**src/rtl/xlat_pkg.sv**
```systemverilog
// Shared types for the address translation unit.
package xlat_pkg;
    typedef enum logic [1:0] {
        FLT_NONE = 2'd0,
        FLT_MISS = 2'd1,
        FLT_ACV  = 2'd2,
        FLT_MCHK = 2'd3
    } fault_e;

    // Status word bit positions
    localparam int ST_WR  = 0;
    localparam int ST_ACV = 1;
    localparam int ST_BAD = 2;
    localparam int ST_W   = 3;

    localparam int MODES = 4;
    localparam logic [1:0] MODE_KERNEL = 2'd0;
endpackage

```
**src/rtl/xlat_tlb.sv**
```systemverilog
// Fully associative translation buffer with round-robin fill.
// Assumes software never installs two entries with the same VPN/ASN;
// if it does, the lowest index wins.
module xlat_tlb #(
    parameter int ENTRIES = 8,
    parameter int VPN_W   = 30,
    parameter int ASN_W   = 8,
    parameter int PFN_W   = 27,
    parameter int MODES   = 4
) (
    input  logic             clk,
    input  logic             rst_n,
    input  logic             fill_en,
    input  logic [VPN_W-1:0] fill_vpn,
    input  logic [ASN_W-1:0] fill_asn,
    input  logic [PFN_W-1:0] fill_pfn,
    input  logic [MODES-1:0] fill_rd,
    input  logic [MODES-1:0] fill_wr,
    input  logic [VPN_W-1:0] lk_vpn,
    input  logic [ASN_W-1:0] lk_asn,
    output logic             lk_hit,
    output logic [PFN_W-1:0] lk_pfn,
    output logic [MODES-1:0] lk_rd,
    output logic [MODES-1:0] lk_wr
);
    localparam int IDX_W = (ENTRIES > 1) ? $clog2(ENTRIES) : 1;

    typedef struct packed {
        logic             vld;
        logic [VPN_W-1:0] vpn;
        logic [ASN_W-1:0] asn;
        logic [PFN_W-1:0] pfn;
        logic [MODES-1:0] rd;
        logic [MODES-1:0] wr;
    } entry_t;

    entry_t             ent [ENTRIES];
    logic [IDX_W-1:0]   rr_ptr;
    logic [ENTRIES-1:0] match;

    // Advance the replacement pointer on each fill, wrapping at ENTRIES
    always_ff @(posedge clk) begin
        if (!rst_n)       rr_ptr <= '0;
        else if (fill_en) rr_ptr <= (rr_ptr == IDX_W'(ENTRIES-1)) ? '0 : rr_ptr + 1'b1;
    end

    for (genvar i = 0; i < ENTRIES; i++) begin : g_ent
        // Hold one entry; clear its valid bit on reset, load it when selected
        always_ff @(posedge clk) begin
            if (!rst_n)
                ent[i].vld <= 1'b0;
            else if (fill_en && rr_ptr == IDX_W'(i))
                ent[i] <= '{vld: 1'b1, vpn: fill_vpn, asn: fill_asn,
                            pfn: fill_pfn, rd: fill_rd, wr: fill_wr};
        end
        assign match[i] = ent[i].vld && ent[i].vpn == lk_vpn && ent[i].asn == lk_asn;
    end

    // Select the lowest matching entry
    always_comb begin
        lk_hit = |match;
        lk_pfn = '0;
        lk_rd  = '0;
        lk_wr  = '0;
        for (int i = ENTRIES-1; i >= 0; i--) begin
            if (match[i]) begin
                lk_pfn = ent[i].pfn;
                lk_rd  = ent[i].rd;
                lk_wr  = ent[i].wr;
            end
        end
    end
endmodule

```
**src/rtl/xlat_ctr.sv**
```systemverilog
// Bank of free-running event counters, one increment strobe per counter.
// Assumes wrap-around on overflow is acceptable.
module xlat_ctr #(
    parameter int NUM   = 4,
    parameter int CNT_W = 16
) (
    input  logic                      clk,
    input  logic                      rst_n,
    input  logic [NUM-1:0]            inc,
    output logic [NUM-1:0][CNT_W-1:0] cnt
);
    for (genvar i = 0; i < NUM; i++) begin : g_ctr
        // Count one event per strobed cycle
        always_ff @(posedge clk) begin
            if (!rst_n)      cnt[i] <= '0;
            else if (inc[i]) cnt[i] <= cnt[i] + 1'b1;
        end
    end
endmodule

```
**src/rtl/xlat_unit.sv**
```systemverilog
// Data address translation: physical bypass, kernel superpage window,
// or buffer lookup, followed by a physical-width check. One request per
// strobe; the result is registered one cycle later.
module xlat_unit
    import xlat_pkg::*;
#(
    parameter int VA_W    = 64,
    parameter int VS_W    = 43,
    parameter int PA_W    = 40,
    parameter int PG_W    = 13,
    parameter int ASN_W   = 8,
    parameter int ENTRIES = 8,
    parameter int CNT_W   = 16,
    localparam int VPN_W  = VS_W - PG_W,
    localparam int PFN_W  = PA_W - PG_W
) (
    input  logic             clk,
    input  logic             rst_n,
    input  logic             req_valid,
    input  logic [VA_W-1:0]  req_va,
    input  logic             req_phys,
    input  logic             req_write,
    input  logic [1:0]       cur_mode,
    input  logic [1:0]       spage_ctl,
    input  logic [ASN_W-1:0] cur_asn,
    input  logic             fill_en,
    input  logic [VPN_W-1:0] fill_vpn,
    input  logic [ASN_W-1:0] fill_asn,
    input  logic [PFN_W-1:0] fill_pfn,
    input  logic [3:0]       fill_rd_en,
    input  logic [3:0]       fill_wr_en,
    output logic             rsp_valid,
    output logic [VA_W-1:0]  rsp_pa,
    output logic [1:0]       rsp_fault,
    output logic [2:0]       rsp_status,
    output logic [CNT_W-1:0] rd_access_cnt,
    output logic [CNT_W-1:0] wr_access_cnt,
    output logic [CNT_W-1:0] rd_hit_cnt,
    output logic [CNT_W-1:0] wr_hit_cnt
);
    logic             lk_hit;
    logic [PFN_W-1:0] lk_pfn;
    logic [MODES-1:0] lk_rd, lk_wr;
    logic             sp_sel, va_ok, on_lookup, perm_ok;
    logic [VA_W-1:0]  pa_raw;
    fault_e           nxt_fault;
    logic [ST_W-1:0]  nxt_stat;
    logic [3:0]       ctr_inc;
    logic [3:0][CNT_W-1:0] ctr_val;

    xlat_tlb #(.ENTRIES(ENTRIES), .VPN_W(VPN_W), .ASN_W(ASN_W),
               .PFN_W(PFN_W), .MODES(MODES)) u_tlb (
        .clk(clk), .rst_n(rst_n),
        .fill_en(fill_en), .fill_vpn(fill_vpn), .fill_asn(fill_asn),
        .fill_pfn(fill_pfn), .fill_rd(fill_rd_en), .fill_wr(fill_wr_en),
        .lk_vpn(req_va[VS_W-1:PG_W]), .lk_asn(cur_asn),
        .lk_hit(lk_hit), .lk_pfn(lk_pfn), .lk_rd(lk_rd), .lk_wr(lk_wr)
    );

    assign sp_sel    = spage_ctl[1] && req_va[VS_W-1:VS_W-2] == 2'b10;
    assign va_ok     = (&req_va[VA_W-1:VS_W-1]) || !(|req_va[VA_W-1:VS_W-1]);
    assign on_lookup = !req_phys && !sp_sel;
    assign perm_ok   = req_write ? lk_wr[cur_mode] : lk_rd[cur_mode];

    // Choose the path, form the raw address and any translation fault
    always_comb begin
        pa_raw    = '0;
        nxt_fault = FLT_NONE;
        nxt_stat  = '0;
        if (req_phys) begin
            pa_raw = req_va;
        end else if (sp_sel) begin
            pa_raw = VA_W'(req_va[PA_W-1:0]);
            if (cur_mode != MODE_KERNEL) begin
                nxt_fault      = FLT_ACV;
                nxt_stat[ST_ACV] = 1'b1;
            end
        end else if (!va_ok) begin
            nxt_fault        = FLT_MISS;
            nxt_stat[ST_BAD] = 1'b1;
            nxt_stat[ST_ACV] = 1'b1;
        end else if (!lk_hit) begin
            nxt_fault = FLT_MISS;
        end else if (!perm_ok) begin
            nxt_fault        = FLT_ACV;
            nxt_stat[ST_ACV] = 1'b1;
        end else begin
            pa_raw = VA_W'({lk_pfn, req_va[PG_W-1:0]});
        end
        if (nxt_fault != FLT_NONE) begin
            nxt_stat[ST_WR] = req_write;
        end else if (|pa_raw[VA_W-1:PA_W]) begin
            nxt_fault = FLT_MCHK;
        end
    end

    // Register the response one cycle after the strobe
    always_ff @(posedge clk) begin
        if (!rst_n) begin
            rsp_valid  <= 1'b0;
            rsp_pa     <= '0;
            rsp_fault  <= FLT_NONE;
            rsp_status <= '0;
        end else begin
            rsp_valid <= req_valid;
            if (req_valid) begin
                rsp_pa     <= (nxt_fault == FLT_NONE) ? pa_raw : '0;
                rsp_fault  <= nxt_fault;
                rsp_status <= nxt_stat;
            end
        end
    end

    assign ctr_inc[0] = req_valid && on_lookup && !req_write;
    assign ctr_inc[1] = req_valid && on_lookup &&  req_write;
    assign ctr_inc[2] = ctr_inc[0] && va_ok && lk_hit && perm_ok;
    assign ctr_inc[3] = ctr_inc[1] && va_ok && lk_hit && perm_ok;

    xlat_ctr #(.NUM(4), .CNT_W(CNT_W)) u_ctr (
        .clk(clk), .rst_n(rst_n), .inc(ctr_inc), .cnt(ctr_val)
    );

    assign rd_access_cnt = ctr_val[0];
    assign wr_access_cnt = ctr_val[1];
    assign rd_hit_cnt    = ctr_val[2];
    assign wr_hit_cnt    = ctr_val[3];
endmodule

```
**config.mk**
```make
export PLATFORM = sky130hd
export DESIGN_NAME = xlat_unit
export DESIGN_NICKNAME = d
export VERILOG_FILES = /design/src/rtl/xlat_pkg.sv /design/src/rtl/xlat_tlb.sv /design/src/rtl/xlat_ctr.sv /design/src/rtl/xlat_unit.sv
export SDC_FILE = /design/constraint.sdc
export NUM_CORES = 1
export LEC_CHECK = 0
export BUFFER_PORTS_ARGS = -buffer_cell sky130_fd_sc_hd__buf_2
export CORE_MARGIN = 1.5
export CORE_UTILIZATION = 58
export DETAILED_ROUTE_END_ITERATION = 6
export PLACE_DENSITY = 0.78
export SETUP_SLACK_MARGIN = 0.4
export SLEW_MARGIN = 20
export SYNTH_ARGS = -nofsm -noshare
export SYNTH_HDL_FRONTEND = slang
export SYNTH_SLANG_ARGS = --single-unit
```
**constraint.sdc**
```tcl
create_clock -name clk -period 6.9 [get_ports clk]
set_input_delay 0.345 -clock clk [delete_from_list [all_inputs] [get_ports clk]]
set_output_delay 0.345 -clock clk [all_outputs]
set_load 0.1 [all_outputs]
```
==> impl_metrics.py <==
metrics = {
    "layout": {
        "syn2layout_area_growth_pct": 15.5,
        "fillers": 3607,
        "fin_nets": 2855,
        "finalNonFillerCells": 3438,
        "layout-drive-gt1-share": 0.186,
    },
    "clock_tree": {
        "cts_setup_buffers": 0,
        "clk_path_buf_depth": 3,
        "clock_sinks": 729,
        "clk_latency_ns": 0.62,
        "cts_tree": "built",
        "h-tree-depth": 3,
        "root_buffer": "clkbuf_16",
        "cts_buffers": 76,
        "clk_pin_slew_ns": 0.06,
    },
    "placement": {
        "gp_congestion": 0.986,
        "dp_cells": 3252,
        "port_buffers": 287,
        "hpwl_mm": 59.5,
    },
    "worst_hold_path": {
        "worstHoldEndpoint": "u_tlb.ent[1][1]$_DFFE_PP_",
        "hold_class": "in2reg",
        "hold_path_startpoint": "fill_wr_en[1]",
        "whs_path_depth": 1,
    },
    "power_and_ir_drop": {
        "p_leak_nw": 12.4,
        "power.density_mw_per_mm2": 263,
        "peakVddDrop_v": 0.000156,
    },
    "drt": {
        "drt_iter0_markers": 2703,
        "drt-pass1-iter-count": 7,
        "ant_nets": 0,
        "wire_per_inst_um": 26.9,
        "viasPerCell": 6.37,
        "wirelength_mm": 92.7,
        "vias": 21900,
        "drc_errors": 0,
    },
    "critical_path": {
        "crit_type": "reg2reg",
        "slowest_delay_ns": 0.59,
        "r2r-start": "u_tlb.ent[1][123]$_DFFE_PP_",
        "crit_path_end_kind": "flop",
        "cp_max_fo": 40,
        "cp_top_family": "compound AO/OA/AOI/OAI gates",
        "worst-path-buf-inv": 3,
        "r2r_end": "rsp_pa[15]$_SDFFE_PN0P_",
        "critPathLaunchType": "flop",
        "path_cells": "xnor2_1, nand4_1, or4_1, or4_1, buf_4, inv_2, a221oi_1, o21ai_1, o211ai_4, o31ai_4, a21boi_4, buf_4, o31ai_2",
        "slowest_stage": "inv_2",
        "rr_worst_depth": 13,
        "worstPathArrival_ns": 5.36,
        "reg2reg_slack_ns": 2.05,
        "cp.required_ns": 7.41,
    },
    "synthesis": {
        "netlist_instances": 2366,
        "yosysWarnings": 0,
        "ys_seq_area_frac": 0.657,
        "avgSynthCellArea_um2": 13.2,
        "syn_nets": 2531,
        "ys_ff_latch": 729,
        "netlist_area_mm2": 0.0312,
        "synth_cell_types": 85,
        "ys.flop_type": "edfxtp_1",
        "async_flop_share": 0,
        "synth_edf_count": 591,
    },
    "grt": {
        "antenna_found_initial": 2,
        "grt_usage": 0.333,
        "globalRouteOverflowTotal": 0,
        "grt_max_degree": 75,
        "grt_pass1_vias": 21100,
        "grt_pass1_wl_mm": 135,
    },
    "sta": {
        "finalSetupViolations": 0,
        "fin_crit_ns": 4.85,
        "fmax_ghz": 0.206,
        "hold_violations": 0,
        "drv_slew": 0,
        "worst_slew_pin_slew_ns": 1.19,
        "finalSetupTns_ns": 0,
        "relSlewSlack": 0.199,
        "fin_skew_ns": 0.0271,
        "rsz0062_at_grt": "no",
        "period_share": 0.703,
    },
    "job": {
        "cap_violations": 0,
    },
    "floorplanning": {
        "core-area_mm2": 0.0529,
        "start_util": 0.591,
        "die_h_um": 235,
        "io_pins": 289,
        "dieArea_mm2": 0.0552,
        "rows": 84,
        "fp.dieW_um": 235,
    },
    "status": {
        "status": "finished, final reports clean",
    },
}
[state kept, by name, summed over array words and instances, names as in the netlist]
name,flops
rsp_status,3
rsp_fault,2
u_tlb.ent,592
u_ctr.cnt,64
rsp_valid,1
rsp_pa,64
u_tlb.rr_ptr,3
[cells in the mapped netlist (all sizes together), types with 4 or more instances]
library cell / n / area share
nor4: 42 / 0.0093
dfxtp: 138 / 0.088
a211oi: 13 / 0.0033
and4: 4 / 0.0011
o21ai: 83 / 0.013
a21oi: 59 / 0.0096
nand2b: 25 / 0.0050
edfxtp: 591 / 0.57
a221o: 26 / 0.0083
mux2i: 14 / 0.0045
and2: 32 / 0.0064
o211ai: 41 / 0.010
nand3b: 6 / 0.0014
or3: 9 / 0.0018
or2: 10 / 0.0020
a221oi: 5 / 0.0014
o311ai: 6 / 0.0022
ha: 10 / 0.0040
clkbuf: 63 / 0.0076
nor2b: 5 / 0.0010
nand4b: 7 / 0.0020
xor2: 27 / 0.0076
inv: 86 / 0.010
buf: 52 / 0.012
o221a: 10 / 0.0036
nor3: 26 / 0.0045
o31a: 7 / 0.0020
nand4: 139 / 0.028
a31oi: 12 / 0.0024
nand3: 98 / 0.016
and3: 38 / 0.0076
o31ai: 30 / 0.012
nor2: 99 / 0.012
xnor2: 310 / 0.089
or4: 9 / 0.0022
a21o: 4 / 0.00096
nand2: 164 / 0.020
o21a: 22 / 0.0053
[worst max path at each step]
stage | startpoint | to | slack (ns) | cells after the start
final | u_tlb.ent[1][123]$_DFFE_PP_ | rsp_pa[15]$_SDFFE_PN0P_ | 2.05 | 13
after global routing | u_tlb.ent[1][119]$_DFFE_PP_ | u_ctr.cnt[41]$_SDFFE_PN0P_ | 1.89 | 12
after CTS | u_tlb.ent[1][123]$_DFFE_PP_ | u_ctr.cnt[41]$_SDFFE_PN0P_ | 2.12 | 12
after detailed placement | req_va[15] | rsp_pa[21]$_SDFFE_PN0P_ | 1.84 | 14
after global placement | req_va[15] | u_ctr.cnt[47]$_SDFFE_PN0P_ | 1.98 | 13
after floorplan | rst_n | u_tlb.ent[0][295]$_DFFE_PP_ | 1.84 | 5
[per-stage QoR]
step,hold WS (ns),area [um2],util,total power [mW],setup slack [ns]
6_report,0.0218,36100,0.682,9.48,2.05
5_1_grt,0.0227,36100,0.682,9.71,1.89
4_1_cts,0.00221,36100,0.682,9.50,2.12
3_5_place_dp,0.438,33200,0.627,5.54,1.84
3_3_place_gp,0.430,33200,0.627,5.52,1.98
2_1_floorplan,0.442,31200,-,5.29,1.84
[metal layers]
layer	routed length [um]	vias up	global-route usage
li1	-	9494	-
met1	34600	10700	0.445
met2	43400	1407	0.533
met3	10500	257	0.0653
met4	4070	2	0.147
met5	11	-	0
[cells in the final DEF (no fill, tap or decap), types with 14 or more instances in the layout]
cell type,instances
nor3_1,23
nor2_1,95
edfxtp_1,591
mux2i_1,14
nand2_1,164
nand3_1,96
o21ai_0,78
o31ai_2,27
nor4_1,39
nand4_1,139
nand2b_1,25
clkinv_1,15
a221o_1,26
and2_1,29
o211ai_1,39
xnor2_1,301
dfxtp_1,138
buf_4,26
inv_1,84
dlygate4sd3_1,47
and3_1,35
a21oi_1,58
clkbuf_1,19
buf_2,287
xor2_1,27
clkbuf_16,80
o21a_1,22
[where the power goes]
part	internal (mW)	switching, mW
registers	4.82	0.0277
logic	0.176	0.460
clock network	2.30	1.70
[timing repair]
item                                   CTS  global route
hold buffers                            47             0
endpoints found under the hold margin  275             0
setup endpoints to repair                0             0
resized for setup                        0             0
[final cells by class]
class                      count  area (um2)  share of cell area
antenna                        1        2.50           0.0000694
clock buffer                 102        2110              0.0584
clock inverter                35         307             0.00850
inverter                      87         327             0.00905
multi-input combinational   1435        9840               0.273
sequential                   729       20500               0.568
tap                          688         861              0.0239
timing repair buffer         361        2120              0.0588
[logic make-up (layout without fill, tap and decap cells)]
kind of cell	Yosys count	after routing	share of synthesized area
AO/OA/AOI/OAI	352	352	0.0850
XOR/XNOR	337	337	0.0967
adder cells (fa/ha/maj)	10	10	0.00401
buffers and inverters	202	585	0.0303
flip-flops	729	729	0.657
multiplexers	14	14	0.00449
other	0	1	0
AND/OR/NAND/NOR	722	722	0.123
Power figures use the tool's default switching activity.
